==> src/rtl/trace_sync_pkg.sv <==
package trace_sync_pkg;
  localparam int PKT_KIND_W = 2;

  typedef enum logic [PKT_KIND_W-1:0] {
    PKT_ASYNC   = 2'd0,
    PKT_VERSION = 2'd1,
    PKT_MASTER  = 2'd2
  } pkt_kind_e;

  typedef enum logic [1:0] {
    SQ_IDLE,
    SQ_ASYNC,
    SQ_VERSION,
    SQ_MASTER
  } seq_state_e;
endpackage

==> src/rtl/trace_sync_cfg.sv <==
module trace_sync_cfg #(
  parameter int REG_W    = 32,
  parameter int CNT_W    = 12,
  parameter int MODE_POS = 12,
  parameter int EXP_LSB  = 7,
  parameter int EXP_W    = 5,
  parameter int MIN_EXP  = 12,
  parameter int MAX_EXP  = 27,
  parameter logic RST_MODE = 1'b1,
  parameter logic [CNT_W-1:0] RST_COUNT = 12'h780,
  parameter int PER_W    = MAX_EXP + 1
) (
  input  logic             clk,
  input  logic             rst,
  input  logic             wr_en,
  input  logic [REG_W-1:0] wr_data,
  output logic [REG_W-1:0] rd_data,
  output logic [PER_W-1:0] period,
  output logic             period_on
);
  logic             mode_q;
  logic [CNT_W-1:0] count_q;
  logic             unused_hi;

  assign unused_hi = ^wr_data[REG_W-1:MODE_POS+1];

  // Period is worked out once, when the word is written.
  function automatic logic [PER_W-1:0] period_of(input logic m, input logic [CNT_W-1:0] c);
    logic [EXP_W-1:0] e;
    int n;
    e = c[EXP_LSB +: EXP_W];
    if (!m) begin
      period_of = PER_W'(c);
    end else begin
      n = int'(e);
      if (n < MIN_EXP) n = MIN_EXP;
      if (n > MAX_EXP) n = MAX_EXP;
      period_of = PER_W'(1) << n;
    end
  endfunction

  always_ff @(posedge clk) begin
    if (rst) begin
      mode_q    <= RST_MODE;
      count_q   <= RST_COUNT;
      period    <= period_of(RST_MODE, RST_COUNT);
      period_on <= (RST_COUNT != '0);
    end else if (wr_en) begin
      mode_q    <= wr_data[MODE_POS];
      count_q   <= wr_data[CNT_W-1:0];
      period    <= period_of(wr_data[MODE_POS], wr_data[CNT_W-1:0]);
      period_on <= |wr_data[CNT_W-1:0];
    end
  end

  always_comb begin
    rd_data               = '0;
    rd_data[CNT_W-1:0]    = count_q;
    rd_data[MODE_POS]     = mode_q;
  end
endmodule

==> src/rtl/trace_sync_bytecnt.sv <==
module trace_sync_bytecnt #(
  parameter int PER_W  = 28,
  parameter int BYTE_W = 3
) (
  input  logic              clk,
  input  logic              rst,
  input  logic              add_en,
  input  logic [BYTE_W-1:0] add_bytes,
  input  logic              clear,
  input  logic [PER_W-1:0]  period,
  input  logic              period_on,
  output logic              hit
);
  localparam int ACC_W = PER_W + 1;

  logic [ACC_W-1:0] acc_q;
  logic [ACC_W-1:0] acc_sum;
  logic             carry;

  assign {carry, acc_sum} = {1'b0, acc_q} + {{(ACC_W + 1 - BYTE_W){1'b0}}, add_bytes};

  always_ff @(posedge clk) begin
    if (rst || clear) begin
      acc_q <= '0;
    end else if (add_en) begin
      acc_q <= carry ? '1 : acc_sum;
    end
  end

  assign hit = period_on && (acc_q >= ACC_W'(period));
endmodule

==> src/rtl/trace_sync_seq.sv <==
module trace_sync_seq
  import trace_sync_pkg::*;
(
  input  logic                  clk,
  input  logic                  rst,
  input  logic                  trigger,
  input  logic                  pkt_ready,
  output logic                  pkt_valid,
  output logic [PKT_KIND_W-1:0] pkt_type,
  output logic                  data_ready,
  output logic                  master_switch,
  output logic                  async_taken
);
  seq_state_e state_q;
  logic       ms_q;

  always_ff @(posedge clk) begin
    if (rst) begin
      state_q <= SQ_IDLE;
      ms_q    <= 1'b0;
    end else begin
      ms_q <= 1'b0;
      unique case (state_q)
        SQ_IDLE: begin
          if (trigger) begin
            state_q <= SQ_ASYNC;
            ms_q    <= 1'b1;
          end
        end
        SQ_ASYNC:   if (pkt_ready) state_q <= SQ_VERSION;
        SQ_VERSION: if (pkt_ready) state_q <= SQ_MASTER;
        default:    if (pkt_ready) state_q <= SQ_IDLE;
      endcase
    end
  end

  always_comb begin
    unique case (state_q)
      SQ_VERSION: pkt_type = PKT_VERSION;
      SQ_MASTER:  pkt_type = PKT_MASTER;
      default:    pkt_type = PKT_ASYNC;
    endcase
  end

  assign pkt_valid     = (state_q != SQ_IDLE);
  assign data_ready    = (state_q == SQ_IDLE);
  assign master_switch = ms_q;
  assign async_taken   = (state_q == SQ_ASYNC) && pkt_ready;
endmodule

==> src/rtl/trace_sync_sched.sv <==
module trace_sync_sched
  import trace_sync_pkg::*;
#(
  parameter int REG_W    = 32,
  parameter int CNT_W    = 12,
  parameter int MODE_POS = 12,
  parameter int EXP_LSB  = 7,
  parameter int EXP_W    = 5,
  parameter int MIN_EXP  = 12,
  parameter int MAX_EXP  = 27,
  parameter int BYTE_W   = 3,
  parameter logic RST_MODE = 1'b1,
  parameter logic [CNT_W-1:0] RST_COUNT = 12'h780
) (
  input  logic                  clk,
  input  logic                  rst,
  input  logic                  cfg_wr_en,
  input  logic [REG_W-1:0]      cfg_wr_data,
  output logic [REG_W-1:0]      cfg_rd_data,
  input  logic                  byte_valid,
  input  logic [BYTE_W-1:0]     byte_count,
  input  logic                  ext_sync_req,
  input  logic                  pkt_ready,
  output logic                  pkt_req_valid,
  output logic [PKT_KIND_W-1:0] pkt_req_type,
  output logic                  data_ready,
  output logic                  master_switch
);
  localparam int PER_W = MAX_EXP + 1;

  logic [PER_W-1:0] period;
  logic             period_on;
  logic             period_hit;
  logic             async_taken;
  logic             start_sync;
  logic             clear_cnt;

  trace_sync_cfg #(
    .REG_W(REG_W), .CNT_W(CNT_W), .MODE_POS(MODE_POS), .EXP_LSB(EXP_LSB),
    .EXP_W(EXP_W), .MIN_EXP(MIN_EXP), .MAX_EXP(MAX_EXP),
    .RST_MODE(RST_MODE), .RST_COUNT(RST_COUNT), .PER_W(PER_W)
  ) u_cfg (
    .clk(clk), .rst(rst), .wr_en(cfg_wr_en), .wr_data(cfg_wr_data),
    .rd_data(cfg_rd_data), .period(period), .period_on(period_on)
  );

  assign clear_cnt  = cfg_wr_en | async_taken;
  assign start_sync = cfg_wr_en | ext_sync_req | period_hit;

  trace_sync_bytecnt #(.PER_W(PER_W), .BYTE_W(BYTE_W)) u_cnt (
    .clk(clk), .rst(rst), .add_en(byte_valid), .add_bytes(byte_count),
    .clear(clear_cnt), .period(period), .period_on(period_on), .hit(period_hit)
  );

  trace_sync_seq u_seq (
    .clk(clk), .rst(rst), .trigger(start_sync), .pkt_ready(pkt_ready),
    .pkt_valid(pkt_req_valid), .pkt_type(pkt_req_type),
    .data_ready(data_ready), .master_switch(master_switch),
    .async_taken(async_taken)
  );
endmodule

==> config.mk <==
export PLATFORM = sky130hd
export DESIGN_NAME = trace_sync_sched
export DESIGN_NICKNAME = d
export VERILOG_FILES = /design/src/rtl/trace_sync_pkg.sv /design/src/rtl/trace_sync_cfg.sv /design/src/rtl/trace_sync_bytecnt.sv /design/src/rtl/trace_sync_seq.sv /design/src/rtl/trace_sync_sched.sv
export SDC_FILE = /design/constraint.sdc
export NUM_CORES = 1
export LEC_CHECK = 0
export BUFFER_PORTS_ARGS = -buffer_cell sky130_fd_sc_hd__buf_2
export CORE_AREA = 2 2 100 102
export CTS_CLUSTER_SIZE = 24
export DETAILED_ROUTE_END_ITERATION = 16
export DIE_AREA = 0 0 102 104
export PLACE_DENSITY = 0.66
export REMOVE_ABC_BUFFERS = 1
export SLEW_MARGIN = 20
export SYNTH_ARGS = -nofsm -noshare
export SYNTH_HDL_FRONTEND = slang
export SYNTH_HIERARCHICAL = 1
export SYNTH_SLANG_ARGS = --single-unit
==> constraint.sdc <==
create_clock -name clk -period 6.05 [get_ports clk]
set_input_delay 0.9075 -clock clk [delete_from_list [all_inputs] [get_ports clk]]
set_output_delay 0.9075 -clock clk [all_outputs]
set_load 0.01 [all_outputs]
### After elaboration in Yosys (flattened, before gate mapping)

Cells that the tools add are included.

* input port bits: 41
* register bits: 74
* output and inout port bits: 37
* word-level logic and storage cells: 48

* muxes and demuxes: 17
* $add $sub $neg: 1
* shifts and indexed selects: 1
* $lt $le $gt $ge: 3
* bitwise logic cells: 4
* equal/unequal tests: 6
* reductions and logical operators: 9

Operator list (number)
* 32-bit two-way mux: 7
* 32-bit by 6-bit > comparator with 1-bit output, second input constant: 1
* 1-bit by 32-bit left shift with 28-bit output, first input constant: 1
* 29-bit by 3-bit adder with 30-bit output: 1
* 29-bit by 28-bit >= comparator with 1-bit output: 1
* 29-bit two-way mux: 1
* 28-bit two-way mux: 1
* 12-bit OR reduction: 1
* 2-bit two-way mux: 4
* 2-bit one-hot mux with 3 select lines: 1
* 5-bit by 4-bit < comparator with 1-bit output, second input constant: 1
* 5-bit two-way mux: 1
* 2-bit equality test, second input constant: 2
* 2-bit != test, second input constant: 2
* 2-bit one-hot mux with 2 select lines: 1
* 4-bit AND reduction: 1
* 2-bit nonzero test: 2
* 1-bit bitwise OR: 3
* 2-bit by 1-bit equality test with 1-bit output, second input constant: 1
* 1-bit logical AND: 2
* 2-bit zero test: 1
* 2-bit by 1-bit != test with 1-bit output, second input constant: 1
* 2-bit OR reduction: 1
* 1-bit logical OR: 1
* 2 further kinds: 2

### Longest topological paths before layout

Gate-level depths: netlist of the first run.

* depth in word-level cells: 12
* mapped depth: 11
* mapped depth without buffers: 11

### By module

The synthesis of the first run kept the hierarchy.

By module, submodules not included
* trace_sync_bytecnt: seq. area each 580.6 sq um, cells an instance 273, area each 2222.1 sq um, times used 1
* trace_sync_cfg: seq. area each 840.8 sq um, cells an instance 176, area each 1741.7 sq um, times used 1
* trace_sync_seq: seq. area each 60.1 sq um, cells an instance 23, area each 216.5 sq um, times used 1
* trace_sync_sched: seq. area each 0.0 sq um, cells an instance 2, area each 12.5 sq um, times used 1

### Worst setup path after synthesis of the first run

No wires, ideal clock.

* kind: input to register
* start point: in byte_count[0]
* end point: reg u_cnt.acc_q[20]
* data arrival time: 2.513 ns
* path buffers: 0
* required time: 5.922 ns
* library setup time: 0.128 ns
* path slack: 3.408 ns
* stages: 8
* cells stage by stage: ha_1 inv_1 fa_1 nor2b_1 o2111ai_1 nor4_1 xnor2_1 a21oi_1

* cells in the longest elaborated chain, start to end: 2

Ends and longest elaborated chain
* start, declared: line trace_sync_sched.sv:21 `input logic [BYTE_W-1:0] byte_count,`
* 29-bit by 3-bit adder with 30-bit output: line trace_sync_bytecnt.sv:20 `assign {carry, acc_sum} = {1'b0, acc_q} + {{(ACC_W + 1 - BYTE_W){1'b0}}, add_bytes};`
* 29-bit two-way mux: line trace_sync_bytecnt.sv:26 `acc_q <= carry ? '1 : acc_sum;`
* end signal, assigned: line trace_sync_bytecnt.sv:26
* end, declared: line trace_sync_bytecnt.sv:16 `logic [ACC_W-1:0] acc_q;`

Every way passes these cells.
A chain may end at the register's enable or synchronous reset.

### Worst setup path in the final report of the first run

* start point: in byte_count[0]
* end point: reg u_cnt.acc_q[28]

Same word-level chain as after synthesis.

==> results of run 1 <==
## metrics by stage
step                      total power, mW  hold WS, ns  worst slack, ns  std cells  cell area (µm²)
after CTS                            1.05        0.465             3.31        640             4520
after detailed placement            0.695        0.454             2.92        624             4330
after global routing                 1.10        0.493             3.02        640             4520
after floorplan                     0.634        0.422             3.40        452             3970
after global placement              0.688        0.434             2.99        624             4330
final                                1.04        0.469             3.23        640             4520
## synthesized netlist by cell type (9+ instances only)
cell	n	area, µm²
a21oi_1	40	200
a22o_1	9	78.8
a22oi_1	11	82.6
buf_2	11	55.1
buf_4	21	158
dfxtp_1	74	1480
ha_1	36	450
inv_1	40	150
mux2i_1	10	100
nand2_1	29	109
nand3_1	12	60.1
nand4_1	12	75.1
nor2_1	38	143
nor2b_1	9	56.3
xnor2_1	13	114
## layer usage
layer	vias up	part of all wire [%]	global-route usage [%]
met4	0	1.5	6.10
met2	76	47	27.9
met3	9	3.8	3.90
li1	1687	-	-
met1	1584	48	23.0
met5	-	0	0
## cell type report
class | count | share of cell area, %
inverters | 40 | 3.33
repair buffers | 39 | 4.32
flip-flops and latches | 74 | 32.8
clock buffers | 9 | 2.74
well taps | 133 | 3.69
clock inverters | 7 | 1.33
multi-input cells | 338 | 51.8
## critical path: cells and delay by family
family / cells / cell delay [ns]
AO/OA/AOI/OAI: 3 / 0.86
buffers and inverters: 2 / 0.14
adder cells (fa/ha/maj): 2 / 0.59
AND/OR/NAND/NOR: 2 / 0.57
## registers in the layout, summed over array words and instances, names as in the netlist
register / flops
u_seq/master_switch: 1
u_seq/state_q: 2
u_cfg/mode_q: 1
u_cfg/period_on: 1
u_cfg/period: 28
u_cfg/count_q: 12
u_cnt/acc_q: 29
## worst paths after layout
check / end / slack [ns] / startpoint
max: u_cnt/acc_q[28] / 3.23 / byte_count[0]
min reg2reg: u_cfg/period[27] / 0.47 / u_cfg/period[27]
max reg2reg: u_seq/state_q[1] / 3.41 / u_cnt/acc_q[14]
min: u_cfg/period[27] / 0.47 / u_cfg/period[27]
## kinds of logic (layout without fill, tap and decap cells)
logic type	Yosys count	after routing	share of synthesized area, %
buffers and inverters	80	95	10.5
XOR/XNOR	21	21	4.39
other	1	19	0.0894
adder cells (fa/ha/maj)	37	37	11.2
flip-flops	74	74	35.3
multiplexers	10	10	2.39
AND/OR/NAND/NOR	150	150	20.0
AO/OA/AOI/OAI	101	101	16.1
## where the power goes
part	leakage [nW]	switching, mW	internal (mW)
clock network	0.0912	0.204	0.156
logic	1.16	0.100	0.0661
registers	0.602	0.0137	0.505
==> summary.md, run 1 <==
| Metric | Value |
|---|---|
| Clock Pin Slew Worst Setup and Hold Paths | 0.08 ns |
| CTS tree | done |
| Antenna violations before repair | 0 |
| Fin crit share | between 40 and 50% |
| Final #Nets | 580 |
| DR DRC count | 0 |
| Netlist Area Pre-Place | about 4200 µm² |
| Detailed-route via count | ~3400 |
| Pwr/cell area | approximately 230 nW/µm² |
| Crit path DAT | approximately 3.1 ns |
| GR Overflow Total | 0 |
| Io pins | 78 |
| Sequential Area | 1480 µm² |
| First-pass GRT wire length | approximately 15000 µm |
| Syn_area_per_cell | a little under 9 µm² |
| Die width | ~100 µm |
| Seq/Total Area, Yosys | between 30% and 40% |
| Layout cell share with drive strength beyond 1 | between 10 and 15% |
| Worst slew pin tran | 1.09 ns |
| Core area | approximately 9500 µm² |
| Achievable Freq | 355 MHz |
| Synth-to-Final Area Change | 7.70% |
| Hold-fix buffers, CTS | 0 |
| Initial Util | a little over two fifths |
| Number of buffers added on ports | 39 |
| Final setup TNS | 0 ns |
| Post CTS Setup Buffer Count | 0 |
| Worst hold path class | reg2reg |
| Row count | 36 |
| Main synth FF type | dfxtp_1 |
| Filler cells | between 900 and 1000 |
| Post-synth EDFFs | 0 |
| Pins Over Slew Limit | 0 |
| Clock Latency Late Sink | ~0.35 ns |
| Final wirelength | around 8700 µm |
| Antenna diodes | 0 |
| Bufs on Longest Clock Path | 2 |
| Die area | around 11000 µm² |
| Pleak | between 1.5 and 2 nW |
| Worst Skew | roughly 0.015 ns |
| Status | complete, no violations |
| Nature of the critical path startpoint | primary input |
| Max cap viols | 0 |
| Total track usage | around 17% |
| Post-CTS sizing | 0 |
| Commonest cells after routing, fill and taps aside | 74 x dfxtp_1, 40 x inv_1, 40 x a21oi_1 |
| DP HPWL | about 6300 µm |
| Seq cells post-synth | between 70 and 80 |
| Die Y | approximately 100 µm |
| Vias in the first global route | roughly 3200 |
| Required @ worst endpoint | about 6.3 ns |
| Final Util | a little under half |
| Routed WL per cell | ~14 µm |
| Final hold vios | 0 |
| Synth warn | 6 |
| Min-Delay Path Depth | 2 |
| Most common cell after layout, fill and taps aside | dfxtp_1 |
| Area occupied by multi-input gates | between 2000 and 2500 µm² |
| Clock Tree Root | clkbuf_8 |
| Number of buffers created by CTS | 9 |
| Final worst path period need | around 2.8 ns |
| Peak supply drop | 0.160 mV |
| Post-synthesis async set-or-reset flop share | 0% |
| Sink Count | 74 |
| Crit. End Element | flop |
| Distinct cells, synth | 62 |
| WS Path Type | in2reg |
| Unrepaired setup endpoints after global routing | no |
| Setup violators final | 0 |
| Relative slew slack | around 27% |
| R2R cell count | 9 |
| CTS H-tree lvls | 3 |
| Via-to-Cell Ratio | 5.24 |
| Iter 0 DRT Violations | around 160 |
| Post-DRT Antenna Nets | 0 |
| Final GP Congestion | roughly 0.85 |
| Largest net degree at the start of global routing | 40 |
| Pre-Repair DR Iteration Count | 4 |
| Mapped Cells | between 400 and 500 |
| CP Cell Sequence | buf_2 -> ha_1 -> inv_1 -> fa_1 -> nor2b_1 -> o2111ai_1 -> nor4_4 -> a31oi_1 -> a211oi_1 |
| Slowest cell on crit path | o2111ai_1 |
| CP max FO | 10 |
| Worst path max stage delay | around 0.5 ns |
Power figures use the tool's default switching activity.
==> inputs of run 2 (changes only) <==
--- a/config.mk
+++ b/config.mk
@@ -5,12 +5,13 @@
 export SDC_FILE = /design/constraint.sdc
 export NUM_CORES = 1
 export LEC_CHECK = 0
+export ABC_AREA = 1
 export BUFFER_PORTS_ARGS = -buffer_cell sky130_fd_sc_hd__buf_2
-export CORE_AREA = 2 2 100 102
+export CORE_AREA = 2 2 107 109
 export CTS_CLUSTER_SIZE = 24
 export DETAILED_ROUTE_END_ITERATION = 16
-export DIE_AREA = 0 0 102 104
-export PLACE_DENSITY = 0.66
+export DIE_AREA = 0 0 109 111
+export PLACE_DENSITY = 0.67
 export REMOVE_ABC_BUFFERS = 1
 export SLEW_MARGIN = 20
 export SYNTH_ARGS = -nofsm -noshare
==> constraint.sdc (replaced) <==
create_clock -name clk -period 2.3 [get_ports clk]
set_input_delay 0.345 -clock clk [delete_from_list [all_inputs] [get_ports clk]]
set_output_delay 0.345 -clock clk [all_outputs]
set_load 0.01 [all_outputs]
==> summary.md, run 2 <==
| Metric | Value |
|---|---|
| Netlist Area Pre-Place | 4790 µm² (+14%) |
| Critical path's top delay family | simple AND/OR/NAND/NOR gates |
| Synth-to-Final Area Change | 13.4% |
| Placement Setup Slack | 0.0626 ns (-2.85 ns) |
| Fin crit share | around nine tenths |
| CTS tree | done |
| Final #Nets | 811 (+40%) |
| Worst slew pin tran | 0.879 ns (-0.213 ns) |
| Slowest cell on crit path | fa_1 |
| Synth top cells by count | 168 x nand2_1, 91 x inv_1, 75 x nor2_1, 74 x dfxtp_1, 54 x a21oi_1 |
| CP Cell Sequence | ha_1 -> inv_1 -> fa_1 -> inv_1 -> nand2_1 -> nand2_1 -> nand3_1 -> nor2_2 -> nand3_1 -> nand2_1 -> nand3_1 -> nand2_1 -> inv_1 |
| Grt peak-use layer | met2 |
| Switching Fraction | 26.4% (-4.0 points) |
| GR Overflow Total | 0 (unchanged) |
| Synth warn | 6 (unchanged) |
| Layout cell share with drive strength beyond 1 | 16.5% (+2.7 points) |
| Detailed-route via count | 4390 (+31%) |
| Switching Power | 0.927 mW (+190%) |
| Die area | 12100 µm² (+14%) |
| Peak supply drop | 0.488 mV (+210%) |
| Routed WL per cell | 12.6 µm (-7.1%) |
| Post CTS Setup Buffer Count | 0 (unchanged) |
| Seq/Total Area, Yosys | 30.9% (-4.4 points) |
| First-pass GRT wire length | 18900 µm (+26%) |
| Cell mode on critical path | nand2_1 |
| Required @ worst endpoint | 2.54 ns (-3.77 ns) |
| Top-area cell type share of the netlist area | 30.9% (-4.4 points) |
| Total track usage | 19.9% (+2.4 points) |
| Seq cells post-synth | 74 (unchanged) |
| Sink Count | 74 (unchanged) |
| Worst path max stage delay | 0.36 ns (-0.14 ns) |
| Max cap viols | 0 (unchanged) |
| Largest net degree at the start of global routing | 47 (+18%) |
| Nature of the critical path startpoint | flop |
| Row count | 39 (+8.3%) |
| Internal power | 2.58 mW (+260%) |
| Comb pwr share | 15.0% (-0.9 points) |
| Sequential power share | 38.9% (-11 points) |
| CP max FO | 5 (-5) |
| Clock Tree Root | clkbuf_16 |
| Number of cells on the critical path | 13 (+4) |
| Syn_area_per_cell | 6.95 µm² (-21%) |
| Top reg by flops | u_cnt/acc_q |
| Placed cells | 865 (+39%) |
| CTS H-tree lvls | 3 (unchanged) |
| Die width | 109 µm (+6.9%) |
| Main synth FF type | dfxtp_1 |
| Dominant cells by area after synthesis | dfxtp_1 31%, nand2_1 13%, ha_1 9.4% |
| Crit. End Element | flop |
| Relative slew slack | 41.3% (+14 points) |
| Min-Delay Path Depth | 3 (+1) |
| Final wirelength | 11100 µm (+28%) |
| Worst hold path class | in2reg |
| Pleak | 2.46 nW (+33%) |
| Crit path DAT | 2.34 ns (-0.74 ns) |
| Worst Skew | 0.00658 ns (-0.00854 ns) |
| Number of buffers added on ports | 39 (unchanged) |
| Initial Util | 43.3% (-0.62 points) |
| WS Path Type | reg2reg |
| Final hold vios | 0 (unchanged) |
| Final worst path period need | 2.11 ns |
| Number of buffers created by CTS | 9 (unchanged) |
| Most common cell after layout, fill and taps aside | nand2_1 |
| Mapped Cells | 690 (+46%) |
| Hold-fix buffers, CTS | 0 (unchanged) |
| Buf+Inv Stages, Crit Path | 3 (+1) |
| Final Util | 49.1% (+1.8 points) |
| Top-count cell post-synth | nand2_1 |
| Distinct cells, synth | 44 (-29%) |
| Core area | 11100 µm² (+16%) |
| DR DRC count | 0 (unchanged) |
| Final setup TNS | 0 ns (unchanged) |
| Via-to-Cell Ratio | 4.98 (-5.0%) |
| Pre-Repair DR Iteration Count | 5 (+1) |
| Fin cells | 881 (+38%) |
| Post-synthesis async set-or-reset flop share | 0% (unchanged) |
| Bufs on Longest Clock Path | 2 (unchanged) |
| Achievable Freq | 474 MHz |
| R2R cell count | 13 (+4) |
| Final worst slack | 0.192 ns (-3.04 ns) |
| Max reg flops | 29 (unchanged) |
| Antenna violations before repair | 0 (unchanged) |
| Vias in the first global route | 4175 (+31%) |
| DP HPWL | 8670 µm (+37%) |
| Clock Pin Slew Worst Setup and Hold Paths | 0.06 ns (-0.02 ns) |
| Unrepaired setup endpoints after global routing | no |
| Clock share of power | 46.1% (+12 points) |
| Pins Over Slew Limit | 0 (unchanged) |
| Die Y | 111 µm (+6.7%) |
| Status | complete, no violations |
| Met3 usage | 3.00% (-0.90 points) |
| Pwr/cell area | 645 nW/µm² (+180%) |
| Final GP Congestion | 0.927 (+9.5%) |
| Setup violators final | 0 (unchanged) |
| M2 GR Usage | 31.1% (+3.2 points) |
| Clock Latency Late Sink | 0.34 ns (about the same) |
| Iter 0 DRT Violations | 165 (+4.4%) |
| Largest area contributor in the netlist | dfxtp_1 |
| Io pins | 78 (unchanged) |
| Antenna diodes | 0 (unchanged) |
| Met1 usage | 26.4% (+3.4 points) |
| Largest regs | u_cnt/acc_q: 29 flops, u_cfg/period: 28 flops, u_cfg/count_q: 12 flops |
| Filler cells | 1099 (+18%) |
| Post-synth EDFFs | 0 (unchanged) |
| Post-DRT Antenna Nets | 0 (unchanged) |
| Post-CTS sizing | 0 (unchanged) |
| Commonest cells after routing, fill and taps aside | 168 x nand2_1, 91 x inv_1, 74 x dfxtp_1 |
[run 2: tightest hold or removal path: cells and delay by family]
kind | cells | cell delay, ns
buffers and inverters | 1 | 0.11
AND/OR/NAND/NOR | 1 | 0.06
AO/OA/AOI/OAI | 1 | 0.05
[run 2: final timing paths]
check / to / start / slack [ns]
hold reg to reg: u_cfg/count_q[1] / u_cfg/count_q[1] / 0.46
setup / recovery: u_cnt/acc_q[26] / u_cnt/acc_q[0] / 0.19
hold / removal: u_cfg/count_q[2] / cfg_wr_data[2] / 0.27
setup reg to reg: u_cnt/acc_q[26] / u_cnt/acc_q[0] / 0.19
[run 2: logic make-up (layout without fill, tap and decap cells)]
| family | Yosys count | count (layout) | share of synthesized area, % |
|---|---|---|---|
| AO/OA/AOI/OAI | 93 | 93 | 11.8 |
| XOR/XNOR | 9 | 9 | 1.64 |
| adder cells (fa/ha/maj) | 37 | 37 | 9.81 |
| buffers and inverters | 136 | 166 | 12.9 |
| flip-flops | 74 | 74 | 30.9 |
| other | 1 | 19 | 0.0782 |
| AND/OR/NAND/NOR | 340 | 340 | 32.8 |
[run 2: power groups by stage]
stage | sequential (mW) | combinational, mW | clock [mW]
after floorplan | 1.39 | 0.341 | 0
after global placement | 1.39 | 0.504 | 0
after detailed placement | 1.39 | 0.527 | 0
after CTS | 1.37 | 0.529 | 1.65
after global routing | 1.37 | 0.590 | 1.72
final | 1.37 | 0.527 | 1.62
[run 2: layout make-up]
cell class | instances | area (µm²) | area share, %
sequential | 74 | 1480 | 27.2
tap | 143 | 179 | 3.29
clock buffer | 10 | 229 | 4.21
timing repair buffer | 52 | 293 | 5.39
multi-input combinational | 498 | 2770 | 51.0
inverter | 98 | 369 | 6.79
clock inverter | 6 | 115 | 2.12
[run 2: per-stage QoR]
stage	hold slack [ns]	power, mW	area [µm²]
6_report	0.274	3.51	5440
5_1_grt	0.286	3.69	5440
3_3_place_gp	0.445	1.89	5080
4_1_cts	0.263	3.54	5430
2_1_floorplan	0.407	1.74	4610
3_5_place_dp	0.450	1.92	5080
[run 2: metal layers]
metal  up-vias  part of all wire (%)
met5         -                     0
met4         0                   2.7
met3        23                   4.1
met2       103                    47
met1      2012                    46
li1       2252                     -
==> inputs of run 3 (changes only) <==
==> constraint.sdc (replaced) <==
create_clock -name clk -period 1.7 [get_ports clk]
set_input_delay 0.255 -clock clk [delete_from_list [all_inputs] [get_ports clk]]
set_output_delay 0.255 -clock clk [all_outputs]
set_load 0.01 [all_outputs]
==> summary.md, run 3 (synthesized netlist as in run 2, its figures left out) <==
| Metric | Value |
|---|---|
| Iter 0 DRT Violations | 189 (+15%) |
| Buf+Inv Stages, Crit Path | 1 (-2) |
| Die width | 109 µm (unchanged) |
| Cell mode on critical path | nand2_2 |
| Worst Setup SP | u_cfg/period[11] |
| Vias in the first global route | 4704 (+13%) |
| GR Overflow Total | 0 (unchanged) |
| Io pins | 78 (unchanged) |
| Antenna diodes | 0 (unchanged) |
| Detailed-route via count | 4715 (+7.4%) |
| Clock Tree Root | clkbuf_16 |
| Final worst slack | -0.329 ns (-0.521 ns) |
| Total track usage | 22.1% (+2.2 points) |
| Final Util | 61.2% (+12 points) |
| Number of buffers added on ports | 39 (unchanged) |
| Commonest cells after routing, fill and taps aside | 142 x nand2_1, 81 x buf_4, 78 x inv_1 |
| Worst Skew | 0.00736 ns (+0.000778 ns) |
| Violations in the final reports | negative setup slack |
| Critical path's top delay family | simple AND/OR/NAND/NOR gates |
| Max reg flops | 29 (unchanged) |
| Largest regs | u_cnt/acc_q: 29 flops, u_cfg/period: 28 flops, u_cfg/count_q: 12 flops |
| Setup violators final | 25 (+25) |
| Core area | 11100 µm² (unchanged) |
| Worst path max stage delay | 0.34 ns (-0.02 ns) |
| Layout cell share with drive strength beyond 1 | 41.3% (+25 points) |
| Pleak | 3.03 nW (+23%) |
| DR DRC count | 0 (unchanged) |
| Fin crit share | 119% (+28 points) |
| R2r setup slk | -0.33 ns (-0.52 ns) |
| Min-Delay Path Depth | 3 (unchanged) |
| DP HPWL | 9550 µm (+10%) |
| CP endpoint | u_seq/state_q[1] |
| Pre-Repair DR Iteration Count | 5 (unchanged) |
| Post-DRT Antenna Nets | 0 (unchanged) |
| Achievable Freq | 493 MHz (+3.9%) |
| Row count | 39 (unchanged) |
| FF-to-FF End | u_seq/state_q[1] |
| Nature of the critical path startpoint | flop |
| Via-to-Cell Ratio | 4.90 (-1.7%) |
| Filler cells | 970 (-12%) |
| Pwr/cell area | 747 nW/µm² (+16%) |
| Routed WL per cell | 13.9 µm (+10%) |
| First-pass GRT wire length | 21500 µm (+14%) |
| Pins Over Slew Limit | 0 (unchanged) |
| CTS tree | done |
| Peak supply drop | 0.902 mV (+85%) |
| Clock Latency Late Sink | 0.34 ns (about the same) |
| Unrepaired setup endpoints after global routing | yes |
| Largest net degree at the start of global routing | 26 (-45%) |
| Slowest cell on crit path | dfxtp_2 |
| Crit. End Element | flop |
| Sink Count | 74 (unchanged) |
| CTS H-tree lvls | 3 (unchanged) |
| Die Y | 111 µm (unchanged) |
| Number of buffers created by CTS | 9 (unchanged) |
| Worst hold path class | in2reg |
| Final hold vios | 0 (unchanged) |
| Final worst path period need | 2.03 ns (-0.0792 ns) |
| Top reg by flops | u_cnt/acc_q |
| Final setup TNS | -2.54 ns (-2.54 ns) |
| CP max FO | 3 (-2) |
| Max cap viols | 0 (unchanged) |
| Status | finished, violations left |
| Die area | 12100 µm² (unchanged) |
| Final wirelength | 13400 µm (+20%) |
| Area after DPL | 5570 µm² (+9.5%) |
| WS Path Type | reg2reg |
| Number of cells on the critical path | 16 (+3) |
| Final #Nets | 893 (+10%) |
| Crit path DAT | 2.26 ns (-0.08 ns) |
| Bufs on Longest Clock Path | 2 (unchanged) |
| Min-delay src | cfg_wr_data[1] |
| Clock Pin Slew Worst Setup and Hold Paths | 0.06 ns (about the same) |
| CP Cell Sequence | inv_2 -> ha_4 -> nand2_2 -> nor2_2 -> nand2_1 -> o21bai_1 -> nand2_1 -> nand2_2 -> a21boi_2 -> nor2_1 -> nand2_1 -> nand2_2 -> nand2_4 -> nand3_2 -> nand2_2 -> nor2_2 |
| Required @ worst endpoint | 1.94 ns (-0.60 ns) |
| Synth-to-Final Area Change | 41.3% |
| Antenna violations before repair | 0 (unchanged) |
| Initial Util | 43.3% (unchanged) |
| Final GP Congestion | 0.899 (-3.0%) |
| R2R cell count | 16 (+3) |
| Finished Cell Area | 6780 µm² (+25%) |
| Worst hold slack | 0.191 ns (-0.0826 ns) |
| FF-to-FF Start | u_cfg/period[11] |
| Most common cell after layout, fill and taps aside | nand2_1 |
==> run 3: cell types whose count changed in the layout (fill, tap and decap cells not counted), sizes merged <==
cell and change:
buf +82, clkinv -2, clkbuf -1, clkinvlp +1
inv +2
==> run 3: worst min path at each step <==
stage / slack (ns) / endpoint
after global placement: 0.45 / u_cfg/count_q[1]
after detailed placement: 0.45 / u_cfg/count_q[6]
after CTS: 0.19 / u_cfg/count_q[6]
final: 0.19 / u_cfg/count_q[1]
after global routing: 0.20 / u_cfg/count_q[2]
after floorplan: 0.32 / u_cfg/period[14]
==> run 3: timing repair <==
action | CTS | global route
endpoints found under the setup margin | 28 | 30
gates resized for setup | 111 | 68
buffers inserted | 8 | 13
pin swaps | 60 | 52
hold buffers | 0 | 0
==> run 3: power breakdown <==
| group | leakage [nW] | internal, mW | switching (mW) |
|---|---|---|---|
| combinational | 2.26 | 0.396 | 0.587 |
| clock | 0.163 | 1.44 | 0.788 |
| sequential | 0.616 | 1.80 | 0.0411 |
==> run 3: per-stage QoR <==
| step | total power, mW | instances | setup slack, ns |
|---|---|---|---|
| 3_5_place_dp | 2.68 | 928 | -0.413 |
| 4_1_cts | 4.96 | 952 | -0.253 |
| 2_1_floorplan | 2.35 | 670 | -0.191 |
| 6_report | 5.06 | 963 | -0.329 |
| 5_1_grt | 5.25 | 963 | -0.381 |
| 3_3_place_gp | 2.64 | 928 | -0.309 |
==> run 3: cell type report <==
class | count | area [µm²] | share of cell area (%)
clock buffers | 9 | 225 | 3.32
multi-input cells | 498 | 3380 | 49.8
well taps | 143 | 179 | 2.64
repair buffers | 134 | 978 | 14.4
flip-flops and latches | 74 | 1520 | 22.5
clock inverters | 7 | 123 | 1.81
inverters | 98 | 372 | 5.48
==> run 3: layer usage <==
layer,global-route usage (%),share of wire [%]
met1,28.2,45
met2,38.3,51
met4,5.21,0.99
met5,0,0
met3,3.94,3.4
==> run 3: worst reg2reg max path, cell delays in order, from the launching register on <==
cell and delay (ns):
dfxtp_2 0.34, inv_2 0.05, ha_4 0.27, nand2_2 0.05
nor2_2 0.11, nand2_1 0.08, o21bai_1 0.17, nand2_1 0.13
nand2_2 0.08, a21boi_2 0.14, nor2_1 0.05, nand2_1 0.07
nand2_2 0.07, nand2_4 0.10, nand3_2 0.09, nand2_2 0.08
nor2_2 0.04
